## src/rtl/idf_pkg.sv

```systemverilog
package idf_pkg;
    typedef enum logic [2:0] {
        S_IDLE    = 3'd0,
        S_WAIT_ID = 3'd1,
        S_PASS    = 3'd2,
        S_SLEEP   = 3'd3,
        S_DROP_RX = 3'd4,
        S_DROP_TX = 3'd5
    } idf_state_e;
endpackage

```

## src/rtl/idf_bitmap.sv

```systemverilog
module idf_bitmap #(
    parameter int ID_W  = 8,
    parameter int REG_W = 8
) (
    input  logic                                    clk,
    input  logic                                    rst_n,
    input  logic                                    we,
    input  logic [$clog2((1<<ID_W)/REG_W)-1:0]      waddr,
    input  logic [REG_W-1:0]                        wdata,
    input  logic [ID_W-1:0]                         id,
    output logic                                    hit
);
    localparam int ENTRIES = 1 << ID_W;
    localparam int NREG    = ENTRIES / REG_W;
    localparam int ADDR_W  = $clog2(NREG);
    localparam int SEL_W   = $clog2(REG_W);

    logic [REG_W-1:0] map_q [NREG];

    // One register per group of REG_W identifiers.
    for (genvar r = 0; r < NREG; r++) begin : g_reg
        always_ff @(posedge clk or negedge rst_n) begin
            if (!rst_n)
                map_q[r] <= '0;
            else if (we && (waddr == ADDR_W'(r)))
                map_q[r] <= wdata;
        end
    end

    // Upper identifier bits pick the register, lower bits pick the bit in it.
    assign hit = map_q[id[ID_W-1 -: ADDR_W]][id[SEL_W-1:0]];
endmodule

```

## src/rtl/idf_fsm.sv

```systemverilog
module idf_fsm
    import idf_pkg::*;
(
    input  logic       clk,
    input  logic       rst_n,
    input  logic       ev_sof,
    input  logic       ev_byte,
    input  logic       ev_eofmin,
    input  logic       id_hit,
    input  logic       tx_active,
    input  logic       sleep_req,
    output idf_state_e state
);
    idf_state_e state_d;

    always_comb begin
        state_d = state;
        unique case (state)
            S_IDLE:    if (ev_sof) state_d = S_WAIT_ID;
            S_WAIT_ID: begin
                if (ev_eofmin)   state_d = S_IDLE;
                else if (ev_byte) begin
                    if (id_hit)         state_d = S_PASS;
                    else if (tx_active) state_d = S_DROP_TX;
                    else                state_d = S_DROP_RX;
                end
            end
            S_PASS: begin
                if (ev_eofmin)      state_d = S_IDLE;
                else if (sleep_req) state_d = S_SLEEP;
            end
            S_SLEEP, S_DROP_RX, S_DROP_TX:
                if (ev_eofmin) state_d = S_IDLE;
            default: state_d = S_IDLE;
        endcase
    end

    always_ff @(posedge clk or negedge rst_n) begin
        if (!rst_n) state <= S_IDLE;
        else        state <= state_d;
    end
endmodule

```

## src/rtl/idf_gate.sv

```systemverilog
module idf_gate
    import idf_pkg::*;
#(
    parameter int DATA_W = 8
) (
    input  logic              clk,
    input  logic              rst_n,
    input  idf_state_e        state,
    input  logic              id_hit,
    input  logic              sleep_req,
    input  logic              ev_byte,
    input  logic [DATA_W-1:0] ev_data,
    input  logic              ev_break,
    input  logic              ev_idle,
    input  logic              ev_overrun,
    input  logic              ev_eod,
    input  logic              ev_err_crc,
    input  logic              ev_err_frame,
    input  logic              ev_err_bit,
    output logic              rx_wr,
    output logic [DATA_W-1:0] rx_data,
    output logic              ovr_set,
    output logic              eod_set,
    output logic              crc_set,
    output logic              ifd_set,
    output logic              ibd_set,
    output logic              brk_set,
    output logic              idle_set
);
    logic byte_ok;
    logic mute_data;
    logic mute_err;

    always_comb begin
        byte_ok   = 1'b0;
        mute_data = 1'b0;
        mute_err  = 1'b0;
        unique case (state)
            S_IDLE:    ;
            S_WAIT_ID: byte_ok = ev_byte && id_hit;
            S_PASS:    byte_ok = ev_byte && !sleep_req;
            S_SLEEP:   mute_data = 1'b1;
            S_DROP_TX: mute_data = 1'b1;
            S_DROP_RX: begin
                mute_data = 1'b1;
                mute_err  = 1'b1;
            end
            default: ;
        endcase
    end

    always_ff @(posedge clk or negedge rst_n) begin
        if (!rst_n) begin
            rx_wr    <= 1'b0;
            rx_data  <= '0;
            ovr_set  <= 1'b0;
            eod_set  <= 1'b0;
            crc_set  <= 1'b0;
            ifd_set  <= 1'b0;
            ibd_set  <= 1'b0;
            brk_set  <= 1'b0;
            idle_set <= 1'b0;
        end else begin
            rx_wr    <= byte_ok;
            if (byte_ok) rx_data <= ev_data;
            ovr_set  <= ev_overrun   && !mute_data;
            eod_set  <= ev_eod       && !mute_data;
            crc_set  <= ev_err_crc   && !mute_err;
            ifd_set  <= ev_err_frame && !mute_err;
            ibd_set  <= ev_err_bit   && !mute_err;
            brk_set  <= ev_break;
            idle_set <= ev_idle;
        end
    end
endmodule

```

## src/rtl/idmsg_filter.sv

```systemverilog
module idmsg_filter
    import idf_pkg::*;
#(
    parameter int ID_W  = 8,
    parameter int REG_W = 8
) (
    input  logic                                 clk,
    input  logic                                 rst_n,
    input  logic                                 cfg_we,
    input  logic [$clog2((1<<ID_W)/REG_W)-1:0]   cfg_addr,
    input  logic [REG_W-1:0]                     cfg_wdata,
    input  logic                                 tx_active,
    input  logic                                 sleep_req,
    input  logic                                 ev_sof,
    input  logic                                 ev_byte,
    input  logic [ID_W-1:0]                      ev_data,
    input  logic                                 ev_eofmin,
    input  logic                                 ev_break,
    input  logic                                 ev_idle,
    input  logic                                 ev_overrun,
    input  logic                                 ev_eod,
    input  logic                                 ev_err_crc,
    input  logic                                 ev_err_frame,
    input  logic                                 ev_err_bit,
    output logic                                 rx_wr,
    output logic [ID_W-1:0]                      rx_data,
    output logic                                 ovr_set,
    output logic                                 eod_set,
    output logic                                 crc_set,
    output logic                                 ifd_set,
    output logic                                 ibd_set,
    output logic                                 brk_set,
    output logic                                 idle_set
);
    logic       id_hit;
    idf_state_e state;

    idf_bitmap #(.ID_W(ID_W), .REG_W(REG_W)) u_map (
        .clk(clk), .rst_n(rst_n), .we(cfg_we), .waddr(cfg_addr),
        .wdata(cfg_wdata), .id(ev_data), .hit(id_hit)
    );

    idf_fsm u_fsm (
        .clk(clk), .rst_n(rst_n), .ev_sof(ev_sof), .ev_byte(ev_byte),
        .ev_eofmin(ev_eofmin), .id_hit(id_hit), .tx_active(tx_active),
        .sleep_req(sleep_req), .state(state)
    );

    idf_gate #(.DATA_W(ID_W)) u_gate (
        .clk(clk), .rst_n(rst_n), .state(state), .id_hit(id_hit),
        .sleep_req(sleep_req), .ev_byte(ev_byte), .ev_data(ev_data),
        .ev_break(ev_break), .ev_idle(ev_idle), .ev_overrun(ev_overrun),
        .ev_eod(ev_eod), .ev_err_crc(ev_err_crc), .ev_err_frame(ev_err_frame),
        .ev_err_bit(ev_err_bit), .rx_wr(rx_wr), .rx_data(rx_data),
        .ovr_set(ovr_set), .eod_set(eod_set), .crc_set(crc_set),
        .ifd_set(ifd_set), .ibd_set(ibd_set), .brk_set(brk_set),
        .idle_set(idle_set)
    );
endmodule

```

## config.mk

```make
export PLATFORM = sky130hd
export DESIGN_NAME = idmsg_filter
export DESIGN_NICKNAME = d
export VERILOG_FILES = /design/src/rtl/idf_pkg.sv /design/src/rtl/idf_bitmap.sv /design/src/rtl/idf_fsm.sv /design/src/rtl/idf_gate.sv /design/src/rtl/idmsg_filter.sv
export SDC_FILE = /design/constraint.sdc
export NUM_CORES = 1
export LEC_CHECK = 0
export ABC_AREA = 1
export BUFFER_PORTS_ARGS = -buffer_cell sky130_fd_sc_hd__buf_4
export CAP_MARGIN = 10
export CORE_UTILIZATION = 50
export CTS_CLUSTER_SIZE = 25
export DETAILED_ROUTE_END_ITERATION = 7
export PLACE_DENSITY_LB_ADDON = 0.1
export SLEW_MARGIN = 20
export SYNTH_ARGS = -nofsm -noshare
export SYNTH_HDL_FRONTEND = slang
export SYNTH_SLANG_ARGS = --single-unit
```

## constraint.sdc

```tcl
create_clock -name clk -period 2.3 [get_ports clk]
set_clock_uncertainty 0.15 [all_clocks]
set_input_delay 0.23 -clock clk [delete_from_list [all_inputs] [get_ports clk]]
set_output_delay 0.23 -clock clk [all_outputs]
set_load 0.1 [all_outputs]
```

==> results of run 1 <==
[critical path: cells and delay by family, from the launching register on]
family	cells	cell delay [ns]
flip-flops	1	0.36
AND/OR/NAND/NOR	15	1.48
[layout by cell type, fill, tap and decap left out]
master,count
nand3_2,1
nand2_2,1
clkbuf_16,31
o21ai_0,260
or2_2,3
nand2_1,593
inv_2,1
nand2_4,2
buf_8,1
nor3_2,1
clkbuf_1,10
dlygate4sd3_1,16
buf_12,19
clkbuf_8,10
clkinvlp_4,1
nor2_1,28
inv_1,35
nand3_1,256
dfrtp_1,275
nand4_1,2
buf_4,88
clkinv_2,5
o211ai_1,1
[power by group through the flow]
stage	sequential (mW)	clock (mW)	combinational [mW]
5_1_grt	6.46	4.99	3.50
2_1_floorplan	6.95	0	1.55
4_1_cts	6.34	4.78	3.13
6_report	6.36	4.71	3.11
3_5_place_dp	6.40	0	3.09
3_3_place_gp	6.40	0	3.02
[logic make-up after synthesis]
group	count (synthesis)
compound gates	261
buf+inv	147
flops	275
simple gates	887
[metrics by stage]
stage                     util [%]  area, um2  power (mW)  hold slack, ns
after floorplan                  -      12500        8.50          -0.216
after global placement        55.0      13500        9.41          0.0850
after detailed placement      55.0      13500        9.49          0.0817
after CTS                     59.7      14600        14.3        0.000785
after global routing          59.8      14600        15.0          0.0302
final                         59.8      14600        14.2          0.0134
[flip-flops by register name, indices dropped and copies added, names as in the netlist]
signal,count
u_gate.ifd_set,1
u_gate.crc_set,1
u_map.map_q,256
u_gate.brk_set,1
u_gate.rx_wr,1
u_fsm.state,3
u_gate.idle_set,1
u_gate.ovr_set,1
u_gate.rx_data,8
u_gate.eod_set,1
u_gate.ibd_set,1
[worst min-delay path by stage]
stage,cells past startpoint,to,start
floorplan,0,u_fsm.state[0],rst_n
global placement,1,u_map.map_q[222],rst_n
detailed placement,1,u_map.map_q[237],rst_n
CTS,5,u_gate.rx_data[2],sleep_req
global route,5,u_gate.rx_data[1],sleep_req
finish,5,u_gate.rx_data[6],sleep_req
[layout make-up]
class,instances,share of cell area [%]
Clock buffer,51,6.50
Clock inverter,5,0.188
Inverter,37,0.958
Multi-Input combinational cell,1148,34.2
Sequential cell,275,47.1
Tap cell,324,2.77
Timing Repair Buffer,124,8.32
[routing by layer]
metal  vias to the layer above  GRT usage (%)
met4                         0           8.01
li1                       5239              -
met3                        59           3.45
met2                       363           44.5
met5                         -              0
met1                      5271           42.3
[what timing repair did]
action / 4_1_cts / 5_1_grt
endpoints found under the setup margin: 0 / 9
hold buffers: 17 / 0
endpoints found under the hold margin: 250 / 0
setup buffers: 0 / 1
resized for setup: 0 / 3
==> results.cfg, run 1 <==
[outcome]
status = finished clean

[global_routing]
grt_usage_pct = 28.6
grt_pass1_vias = 10400
grt_max_degree = 67
grt_pass1_wl_um = 58000
grt-ovfl-total = 0
antenna_found_initial = 0

[worst_setup_path]
end_kind = register
critPathMaxFanout = 9
critPathMaxStageDelay_ns = 0.36
start_kind = register
slowest_stage = dfrtp_1
cp-endpoint = u_gate.rx_data[4]
crit_required_ns = 2.59
worstSetupStartpoint = u_map.map_q[32]
r2r_cells = 15
worst-r2r-setup-slack_ns = 0.19
reg2reg_from = u_map.map_q[32]
r2r_end = u_gate.rx_data[4]
crit_chain = nand2_1, nand3_1, nand3_1, nand3_1, nand3_1, nand2_1, nand2_1, nand3_1, nand3_1, nand2_2, nand2_1, nand2_4, nand2_4, nand2_1, nand2_1
critPathArrivalTime_ns = 2.39
crit_type = register to register

[drt]
avgRoutedWirePerCell_um = 18.1
met2_length_um = 16000
met1Wirelength_um = 16500
drtPass1Iterations = 5
wl_um = 35500
drc = 0
avgViaCountPerCell = 5.57
drt_iter0_drc = 1049
dr.max_layer_used = met4
wl_met3_um = 2070
antenna_left = 0
vias = 10900

[synthesis]
ys_warn_count = 0
synthCells = 1570
synth_top_family_by_area = simple AND/OR/NAND/NOR gates
seq_area_frac_synth_pct = 55.0
muxShareOfSynthArea_pct = 0
ys_seq_elements = 275
synth_compound_area_share_pct = 10.5
synthDistinctLibCells = 17
synth_top_flop_cell = dfrtp_1
synth_xor_xnor_area_share_pct = 0
ys_top_cells_by_area = dfrtp_1 (55%), nand2_1 (18%), o21ai_0 (10%), nand3_1 (10%), clkbuf_1 (2.0%)
syn_area_per_cell_um2 = 7.97
synth-async-reset-ratio_pct = 100
synth_adder_area_share_pct = 0
synthSimpleGateAreaFrac_pct = 29.4
synth_top_cell_by_area = dfrtp_1
synth_edf_count = 0
yosysMostFrequentCell = nand2_1
synth.cell_area_um2 = 12500
synth_top_area_share_pct = 55.0
syn_nets = 1606
synthTopCellsByCount = nand2_1 (594), dfrtp_1 (275), o21ai_0 (260), nand3_1 (257), clkbuf_1 (65)

[timing]
setup_violations = 0
worstMarginPinSlew_ns = 0.709
fin_tns_setup_ns = 0
period_minus_slack_ns = 2.11
fmax_mhz = 474
slew_violations = 0
hold_violations = 0
rsz0062_at_grt = false
fin_crit_sh_pct = 91.7
finalWorstSetupSlack_ns = 0.192
slew_headroom_pct = 52.5

[clock_tree]
cts_root_buffer = clkbuf_16
clock_latency_ns = 0.55
cts_made_buffers = 31
clk_path_buf_depth = 3
cts_tree = built
h-tree-depth = 1
cts.sinks = 275
clk_pin_slew_ns = 0.06

[final_layout]
seq_area_um2 = 6880
multi_input_area_um2 = 5000
drive_gt1_share_pct = 10.0
instances_no_fill = 1964
syn_to_final_growth_pct = 16.9
nFillCells = 2228
insertedDiodeCount = 0
fin_nets = 1653

[power_and_ir_drop]
p_sw_mw = 4.58
swShare_pct = 32.3
vdd_drop_max_uv = 1030
clock_power_share_pct = 33.2
power_frac_comb_pct = 21.9
p_per_area_nw_per_um2 = 969
pwr-share-seq_pct = 44.9
leakage_nw = 6.95
p_int_mw = 9.59

[placed_design]
gp_congestion = 0.874
placedCellCount = 1891
portBuffers = 51
pre_cts_ws_ns = -0.324
dp_hpwl_um = 22900

[run]
drv_cap = 0

[die]
die_x_um = 160
core-area_um2 = 24500
fp.dieH_um = 160
rows = 57
start_util_pct = 51.1
dieArea_um2 = 25700
io-pin-count = 52

[worst_hold_path]
holdCritPathClass = primary input to register
(Power assumes the default switching activity.)
==> inputs of run 2 (changes only) <==
==> constraint.sdc (replaced) <==
create_clock -name clk -period 1.85 [get_ports clk]
set_clock_uncertainty 0.15 [all_clocks]
set_input_delay 0.185 -clock clk [delete_from_list [all_inputs] [get_ports clk]]
set_output_delay 0.185 -clock clk [all_outputs]
set_load 0.1 [all_outputs]
==> results.cfg, run 2 (synthesized netlist as in run 1, its figures left out) <==
[placed_design]
portBuffers = 51
placed_area_um2 = 13700
dp_hpwl_um = 22900
pre_cts_ws_ns = -0.611
gp_congestion = 0.912

[worst_setup_path]
reg2reg_from = u_map.map_q[165]
crit_chain = nand2_1, nand3_2, nand3_2, nand3_2, nand3_2, nand2_1, nand2_1, nand3_2, nand3_4, nand2_4, nand2_4, nand2_8, nand2_4, nand2_2, nand2_2
end_kind = register
worst-r2r-setup-slack_ns = -0.02
critPathMaxFanout = 6
critPathMostFrequentCell = nand3_2
critPathTopFamily = simple AND/OR/NAND/NOR gates
slowest_stage = dfrtp_1
critPathArrivalTime_ns = 2.22
r2r_cells = 15
path_buf_inv = 0
cp.depth = 15
crit_type = register to register
r2r_end = u_gate.rx_data[2]
start_kind = register
critPathMaxStageDelay_ns = 0.40
crit_required_ns = 2.19

[timing]
period_minus_slack_ns = 1.87
setup_violations = 10
hold_violations = 0
finalWorstSetupSlack_ns = -0.0220
fmax_mhz = 534
slew_violations = 0
worstMarginPinSlew_ns = 0.585
fin_crit_sh_pct = 101
hold_slack_ns = 0.0187
rsz0062_at_grt = true
slew_headroom_pct = 60.9
fin_tns_setup_ns = -0.0802

[worst_hold_path]
hold_start = sleep_req
holdPathEnd = u_fsm.state[0]
min_path_cells = 7
holdCritPathClass = primary input to register

[run]
drv_cap = 0

[final_layout]
insertedDiodeCount = 0
drive_gt1_share_pct = 18.9
syn_to_final_growth_pct = 24.5
final_common_cell = nand2_1
top_regs = u_map.map_q (256), u_gate.rx_data (8), u_fsm.state (3)
layout_common_cells = nand2_1 (580), dfrtp_1 (275), o21ai_0 (258)
fin_nets = 1696
largest-register = u_map.map_q
largest_reg_flops = 256
final_area_um2 = 15600
nFillCells = 2161

[die]
rows = 57
die_x_um = 160
core-area_um2 = 24500
io-pin-count = 52
dieArea_um2 = 25700
fp.dieH_um = 160
start_util_pct = 51.1

[clock_tree]
clk_pin_slew_ns = 0.06
h-tree-depth = 1
cts.sinks = 275
clk_path_buf_depth = 3
cts_tree = built
clock_latency_ns = 0.55
cts_root_buffer = clkbuf_16
cts_made_buffers = 30

[drt]
avgRoutedWirePerCell_um = 18.6
vias = 11200
drc = 0
drtPass1Iterations = 5
antenna_left = 0
wl_um = 37200
avgViaCountPerCell = 5.61
drt_iter0_drc = 1070

[power_and_ir_drop]
power_mw = 18.4
clock_power_share_pct = 32.8
p_int_mw = 12.4
leakage_nw = 7.39
swShare_pct = 32.6
vdd_drop_max_uv = 807
power_frac_comb_pct = 24.2
pwr-share-seq_pct = 43.0
p_per_area_nw_per_um2 = 1180
p_sw_mw = 5.99

[global_routing]
grt_pass1_vias = 10500
antenna_found_initial = 0
grt_usage_pct = 29.5
grt_max_degree = 71
grt_pass1_wl_um = 59100
grt-ovfl-total = 0

[outcome]
failed_checks = negative setup slack
status = finished with violations
[run 2: cell types whose count changed in the layout (fill, tap and decap cells not counted), sizes merged]
cell,delta
buf,+40
nand2,+2
clkbuf,-9
clkinv,+3
dlygate4sd3,+2
inv,-1
bufinv,+3
[run 2: worst max path at each step]
stage	from	end	slack (ns)
after detailed placement	ev_data[3]	u_gate.rx_data[0]	-0.61
after floorplan	ev_data[5]	u_gate.rx_data[0]	0.004
final	u_map.map_q[165]	u_gate.rx_data[2]	-0.02
after global placement	ev_data[3]	u_gate.rx_data[7]	-0.60
after global routing	u_map.map_q[145]	u_gate.rx_data[0]	-0.12
after CTS	u_map.map_q[255]	u_gate.rx_data[0]	-0.008
[run 2: power by group through the flow]
stage               combinational, mW  sequential, mW  clock (mW)
floorplan                        1.94            8.64           0
global placement                 3.92            7.96           0
detailed placement               4.00            7.95           0
CTS                              4.22            7.88        6.11
global route                     4.92            8.02        6.36
finish                           4.46            7.92        6.04
[run 2: layout make-up]
| class | count | area, um2 | share of cell area (%) |
|---|---|---|---|
| Clock inverter | 10 | 125 | 0.803 |
| Timing Repair Buffer | 166 | 1550 | 9.95 |
| Inverter | 37 | 144 | 0.924 |
| Clock buffer | 42 | 867 | 5.57 |
| Tap cell | 324 | 405 | 2.60 |
| Multi-Input combinational cell | 1150 | 5600 | 36.0 |
| Sequential cell | 275 | 6880 | 44.2 |
[run 2: repair_timing]
item / in CTS / in global routing
gates resized for setup: 66 / 61
setup buffers: 4 / 11
hold buffers: 19 / 0
cloned: 2 / 0
pin swaps: 41 / 33
hold endpoints to repair: 291 / 0
setup endpoints to repair: 12 / 12
[run 2: layer usage]
metal,vias up,wire length [um],track usage (%)
met3,68,2430,4.03
met2,395,16500,44.5
met1,5447,17300,44.2
met4,0,1010,9.00
li1,5324,-,-
met5,-,0,0
[run 2: per-stage QoR]
step / util, % / std cells
2_1_floorplan: - / 1570
3_3_place_gp: 55.8 / 1916
3_5_place_dp: 55.8 / 1916
4_1_cts: 62.2 / 1993
5_1_grt: 63.7 / 2004
6_report: 63.7 / 2004
[run 2: worst reg2reg max path: stages (launching register included)]
cell and delay (ns):
dfrtp_1 0.40, nand2_1 0.09, nand3_2 0.09, nand3_2 0.08
nand3_2 0.10, nand3_2 0.13, nand2_1 0.07, nand2_1 0.07
nand3_2 0.08, nand3_4 0.10, nand2_4 0.07, nand2_4 0.10
nand2_8 0.09, nand2_4 0.09, nand2_2 0.05, nand2_2 0.06
